File: src/rtl/occ_pkg.sv
package occ_pkg;
  localparam int unsigned OCC_CHANNELS  = 128;
  localparam int unsigned OCC_DEPTH     = 10;
  localparam int unsigned OCC_END_AVG   = 20;
  localparam int unsigned OCC_START_DEF = 100;

  typedef enum logic {
    EP_IDLE   = 1'b0,
    EP_ACTIVE = 1'b1
  } ep_state_e;
endpackage

File: src/rtl/occ_window.sv
module occ_window #(
  parameter int CW    = 8,
  parameter int SW    = 11,
  parameter int DEPTH = 10,
  parameter int FW    = 4
) (
  input  logic          clk,
  input  logic          rst_n,
  input  logic          clr,
  input  logic          push,
  input  logic [CW-1:0] din,
  output logic [SW-1:0] nxt_sum,
  output logic          nxt_full,
  output logic [SW-1:0] sum_q,
  output logic [FW-1:0] fill_q
);
  localparam int PW = (DEPTH > 1) ? $clog2(DEPTH) : 1;

  logic [CW-1:0] hist [DEPTH];
  logic [PW-1:0] wp;

  // the entry under wp is the oldest sample, the one leaving the window
  assign nxt_sum  = sum_q + SW'(din) - SW'(hist[wp]);
  assign nxt_full = (fill_q >= FW'(DEPTH - 1));

  always_ff @(posedge clk or negedge rst_n) begin
    if (!rst_n) begin
      sum_q  <= '0;
      wp     <= '0;
      fill_q <= '0;
      for (int i = 0; i < DEPTH; i++) hist[i] <= '0;
    end else if (clr) begin
      sum_q  <= '0;
      wp     <= '0;
      fill_q <= '0;
      for (int i = 0; i < DEPTH; i++) hist[i] <= '0;
    end else if (push) begin
      hist[wp] <= din;
      wp       <= (wp == PW'(DEPTH - 1)) ? '0 : wp + 1'b1;
      sum_q    <= nxt_sum;
      if (fill_q != FW'(DEPTH)) fill_q <= fill_q + 1'b1;
    end
  end
endmodule

File: src/rtl/occ_episode.sv
module occ_episode
  import occ_pkg::*;
#(
  parameter int SW        = 11,
  parameter int LW        = 12,
  parameter int CLOSE_LIM = 200
) (
  input  logic          clk,
  input  logic          rst_n,
  input  logic          clr,
  input  logic          upd,
  input  logic [SW-1:0] sum,
  input  logic          full,
  input  logic [LW-1:0] open_lim,
  output logic          active,
  output logic          excl,
  output logic          open_pulse
);
  ep_state_e  st;
  logic [1:0] n_ep;
  logic       do_open, do_close;

  always_comb begin
    do_close = upd && (st == EP_ACTIVE) && (sum < SW'(CLOSE_LIM));
    do_open  = upd && (st == EP_IDLE) && full && (LW'(sum) > open_lim);
  end

  always_ff @(posedge clk or negedge rst_n) begin
    if (!rst_n) begin
      st         <= EP_IDLE;
      n_ep       <= '0;
      excl       <= 1'b0;
      open_pulse <= 1'b0;
    end else if (clr) begin
      st         <= EP_IDLE;
      n_ep       <= '0;
      excl       <= 1'b0;
      open_pulse <= 1'b0;
    end else begin
      open_pulse <= do_open;
      if (do_close)     st <= EP_IDLE;
      else if (do_open) st <= EP_ACTIVE;
      if (do_open) begin
        if (n_ep != 2'd2) n_ep <= n_ep + 1'b1;
        if (n_ep != 2'd0) excl <= 1'b1;
      end
    end
  end

  assign active = (st == EP_ACTIVE);
endmodule

File: src/rtl/occ_upset_detector.sv
module occ_upset_detector
  import occ_pkg::*;
#(
  parameter int CHANNELS  = OCC_CHANNELS,
  parameter int DEPTH     = OCC_DEPTH,
  parameter int END_AVG   = OCC_END_AVG,
  parameter int START_DEF = OCC_START_DEF,
  parameter int CW        = $clog2(CHANNELS + 1)
) (
  input  logic          clk,
  input  logic          rst_n,
  input  logic          run_start,
  input  logic          thr_wr,
  input  logic [CW-1:0] thr_val,
  input  logic          cnt_valid,
  output logic          cnt_ready,
  input  logic [CW-1:0] cnt_data,
  output logic          in_episode,
  output logic          excluded,
  output logic          chip_reset_req
);
  localparam int SW = $clog2(CHANNELS * DEPTH + 1);
  localparam int FW = $clog2(DEPTH + 1);
  localparam int LW = $clog2(((2 ** CW) - 1) * DEPTH + 1);

  logic [CW-1:0] thr_q;
  logic [LW-1:0] open_lim;
  logic [SW-1:0] nxt_sum, win_sum;
  logic [FW-1:0] win_fill;
  logic          nxt_full, accept;

  assign cnt_ready = !run_start;
  assign accept    = cnt_valid && cnt_ready;
  assign open_lim  = LW'(thr_q) * LW'(DEPTH);

  always_ff @(posedge clk or negedge rst_n) begin
    if (!rst_n)      thr_q <= CW'(START_DEF);
    else if (thr_wr) thr_q <= thr_val;
  end

  occ_window #(.CW(CW), .SW(SW), .DEPTH(DEPTH), .FW(FW)) u_win (
    .clk     (clk),
    .rst_n   (rst_n),
    .clr     (run_start),
    .push    (accept),
    .din     (cnt_data),
    .nxt_sum (nxt_sum),
    .nxt_full(nxt_full),
    .sum_q   (win_sum),
    .fill_q  (win_fill)
  );

  occ_episode #(.SW(SW), .LW(LW), .CLOSE_LIM(END_AVG * DEPTH)) u_ep (
    .clk       (clk),
    .rst_n     (rst_n),
    .clr       (run_start),
    .upd       (accept),
    .sum       (nxt_sum),
    .full      (nxt_full),
    .open_lim  (open_lim),
    .active    (in_episode),
    .excl      (excluded),
    .open_pulse(chip_reset_req)
  );
endmodule

File: config.mk
export PLATFORM = sky130hd
export DESIGN_NAME = occ_upset_detector
export DESIGN_NICKNAME = d
export VERILOG_FILES = /design/src/rtl/occ_pkg.sv /design/src/rtl/occ_window.sv /design/src/rtl/occ_episode.sv /design/src/rtl/occ_upset_detector.sv
export SDC_FILE = /design/constraint.sdc
export NUM_CORES = 1
export LEC_CHECK = 0
export ABC_AREA = 0
export CORE_UTILIZATION = 60
export CTS_BUF_LIST = sky130_fd_sc_hd__clkbuf_8
export CTS_CLUSTER_DIAMETER = 100
export CTS_CLUSTER_SIZE = 40
export DETAILED_ROUTE_END_ITERATION = 10
export DONT_BUFFER_PORTS = 1
export HOLD_SLACK_MARGIN = 0.12
export PLACE_DENSITY = 0.76
export SETUP_SLACK_MARGIN = 0.3
export SYNTH_ARGS = -nofsm -noshare
export SYNTH_HDL_FRONTEND = slang
export SYNTH_SLANG_ARGS = --single-unit
File: constraint.sdc
create_clock -name clk -period 11.5 [get_ports clk]
set_input_delay 2.3 -clock clk [delete_from_list [all_inputs] [get_ports clk]]
set_output_delay 2.3 -clock clk [all_outputs]
set_load 0.01 [all_outputs]
==> flow_summary.yaml <==
power_and_ir_drop:
  p_switching_uw: 410
  netSwitchingFraction_pct: 36.2
  seqPwrFrac_pct: 37.8
  p_comb_share_pct: 40.2
  clkPwrFrac_pct: 21.9
  powerDensity_nw_per_um2: 165
  p_leak_uw: 0.00314
  ir_drop_uv: 135
  p_int_uw: 725
timing:
  setup_viol: 0
  fin_skew_ps: 12.0
  timing.slew.headroom_pct: 19.4
  tightest_slew_ps: 1210
  max_freq_mhz: 167
  hold_viol: 0
  timing.hold.ws_ps: 521
  final_max_slew_viol_count: 0
  fin_crit_ps: 6000
  rsz0062_at_grt: "no"
  fin_crit_sh_pct: 52.2
  fin_tns_setup_ps: 0
worst_hold_path:
  hold_end: "u_win.hist[9]"
  holdCritStartpoint: "u_win.hist[9]"
  hold_path_depth: 2
  hold_path_class: "register to register"
clock_network:
  clk_path_buf_depth: 2
  hold_buffers: 0
  htree_levels: 3
  cts_tree: "done"
  root_buffer: "clkbuf_8"
  worst_skew_pair.late_latency_ps: 390
  clock-sinks: 112
  post_cts_buffers: 0
  clkTransAtPathRegs_ps: 100
  numCtsBuffers: 9
  cts-resized-gates: 0
yosys:
  ys_warn_count: 0
  synthesis.area_um2: 6590
  seq_area_frac_synth_pct: 42.6
  async_flop_share_pct: 100
  synth_top_family_by_area: "multiplexers"
  yosysUniqueCellTypes: 51
  synth-xor-area-share_pct: 1.86
  synth_top_area_share_pct: 41.4
  syn-num-nets: 734
  synthCells: 666
  syn_area_per_cell_um2: 9.90
  post_synth_and_or_nand_nor_area_fraction_pct: 13.9
  synth_ff_type: "dfrtp_1"
  yosys-top-cells-area: "dfrtp_1, mux2i_1, nor2_1"
  synthMuxAreaShare_pct: 16.7
  synth_edf_count: 0
  synth_area_leader_cell: "dfrtp_1"
  synth_compound_area_share_pct: 10.4
  ys_ff_latch: 112
  synth-adder-area-share_pct: 9.94
global_routing:
  groute.usage.overall_pct: 27.0
  grt_pass1_vias: 4824
  grt_pass1_wl_mm: 23.5
  antenna_found_initial: 0
  grt_overflow_total: 0
  grt_max_degree: 113
worst_setup_path:
  cp_cell_sequence: "inv_1, fa_1, inv_1, ha_1, nor2b_1, o21ai_0, a21oi_1, or3_1, and2_1, ha_1, nand2_1, or2_2, or3_1, a311oi_1, a211o_1, a211oi_2, mux2_1"
  cp_max_fo: 7
  crit_slowest_cell: "fa_1"
  worst_ep_arrival_time_ps: 6280
  reg2reg_from: "u_win.wp[0]"
  regToRegEndpoint: "u_ep.n_ep[0]"
  cp_num_buf_inv: 2
  rrSetupSlack_ps: 5880
  r2r_cells: 20
  worstPathRequired_ps: 11780
  worst-setup-path-type: "input pin to register"
  startpoint_type: "input pin"
  cp_top_family: "simple AND/OR/NAND/NOR gates"
  max_stage_delay_ps: 550
  end_kind: "register"
route:
  drtAntennaViolNets: 0
  drc: 0
  vias_per_cell: 5.98
  drt-initial-drc-count: 371
  route.met3.wl_um: 624
  wirelength_mm: 14.1
  met2_wirelength_mm: 7.13
  wl_per_cell_um: 17.9
  num_vias: 4709
  top_layer_used: "met4"
  wl_met1_mm: 6.13
  firstDrtPassIters: 5
layout:
  drive_gt1_share_pct: 7.82
  synthToLayoutAreaGrowth_pct: 4.19
  layout.cells.non_filler: 788
  nNetsFinal: 715
  fillers: 821
  insertedDiodeCount: 0
placed_design:
  io_buffers: 0
  place_hpwl_mm: 9.66
  gp_congestion: 0.874
  dp_cells: 772
die:
  start_util_pct: 62.7
  die_area_um2: 11400
  rows: 37
  fp.dieH_um: 107
  die_w_um: 107
  io_pins: 25
  core_area_um2: 10500
job:
  maxCapViolations: 0
run_status:
  status: "finished, final reports clean"
-- power by group through the flow --
stage / registers (µW) / clock network (µW) / logic, µW
after floorplan: 431 / 0 / 366
after global placement: 436 / 0 / 431
after detailed placement: 437 / 0 / 449
after CTS: 430 / 256 / 453
after global routing: 432 / 272 / 514
final: 429 / 249 / 457
-- tightest hold or removal path, delay by kind of cell, from the launching register on --
| kind | cells | cell delay, ps |
|---|---|---|
| AND/OR/NAND/NOR | 1 | 70 |
| AO/OA/AOI/OAI | 1 | 60 |
| flip-flops | 1 | 360 |
-- sequential cells by signal (all words and copies together), names as in the netlist --
| register | count |
|---|---|
| u_ep.open_pulse | 1 |
| u_win.sum_q | 11 |
| u_win.wp | 4 |
| u_win.fill_q | 4 |
| u_ep.active | 1 |
| u_ep.n_ep | 2 |
| u_win.hist | 80 |
| thr_q | 8 |
| u_ep.excl | 1 |
-- synthesized netlist by cell type, types with 9 or more instances --
master / n
dfrtp_1: 109
clkbuf_1: 27
a21o_1: 9
mux4_2: 16
nor2_1: 151
nor2b_1: 9
a21oi_1: 55
fa_1: 9
ha_1: 38
o21ai_0: 15
mux2i_1: 65
nand2_1: 15
o22ai_1: 9
inv_1: 49
-- how the worst max path moves through the flow --
stage	from	endpoint	slack, ps	depth (start not counted)
after floorplan	cnt_data[2]	u_ep.n_ep[0]	5480	17
after global placement	cnt_data[2]	u_ep.n_ep[0]	5300	17
after detailed placement	cnt_data[2]	u_ep.n_ep[0]	5170	17
after CTS	cnt_data[2]	u_ep.n_ep[0]	5580	17
after global routing	cnt_data[2]	u_ep.n_ep[0]	5300	17
final	cnt_data[2]	u_ep.n_ep[0]	5500	17
-- area by class of cell --
type | instances | area (µm²) | share of cell area (%)
clock buffer | 11 | 151 | 2.20
clock inverter | 5 | 61.3 | 0.893
inverter | 49 | 184 | 2.68
multi-input combinational | 473 | 3480 | 50.7
sequential | 112 | 2810 | 40.9
tap | 136 | 170 | 2.48
timing repair buffer | 2 | 15.0 | 0.219
-- logic make-up (layout without fill, tap and decap cells) --
logic type / after synthesis / after routing
compound gates: 112 / 112
fa+ha+maj: 47 / 47
mux: 89 / 89
buf+inv: 81 / 67
xor+xnor: 14 / 14
simple gates: 211 / 211
flops: 112 / 112
-- cells in the final DEF (no fill, tap or decap), types with 5 or more instances in the layout --
cell type  synthesis  final
a211oi_1           5      5
a21o_1             9      9
a21oi_1           55     55
clkbuf_8           0     11
dfrtp_1          109    109
fa_1               9      9
ha_1              38     38
inv_1             49     50
mux2_2             7      7
mux2i_1           65     65
mux4_2            16     16
nand2_1           15     15
nand2b_1           5      5
nand4_1            5      5
nor2_1           151    151
nor2b_1            9      9
o21ai_0           15     15
o22ai_1            9      9
or3_1              5      5
xnor2_1            8      8
xor2_1             6      6
-- stage by stage --
stage	utilization, %	instance area [µm²]	setup slack [ps]	power [µW]
after CTS	65.4	6870	5580	1140
after global routing	65.4	6870	5300	1220
final	65.4	6870	5500	1140
after global placement	63.3	6660	5300	867
after floorplan	-	6590	5480	797
after detailed placement	63.3	6660	5170	886
-- routing by layer --
| metal | global-route usage, % | vias up |
|---|---|---|
| li1 | - | 2245 |
| met1 | 34.1 | 2339 |
| met2 | 46.5 | 105 |
| met3 | 5.84 | 20 |
| met4 | 8.22 | 0 |
| met5 | 0 | - |
Power figures use the tool's default switching activity.
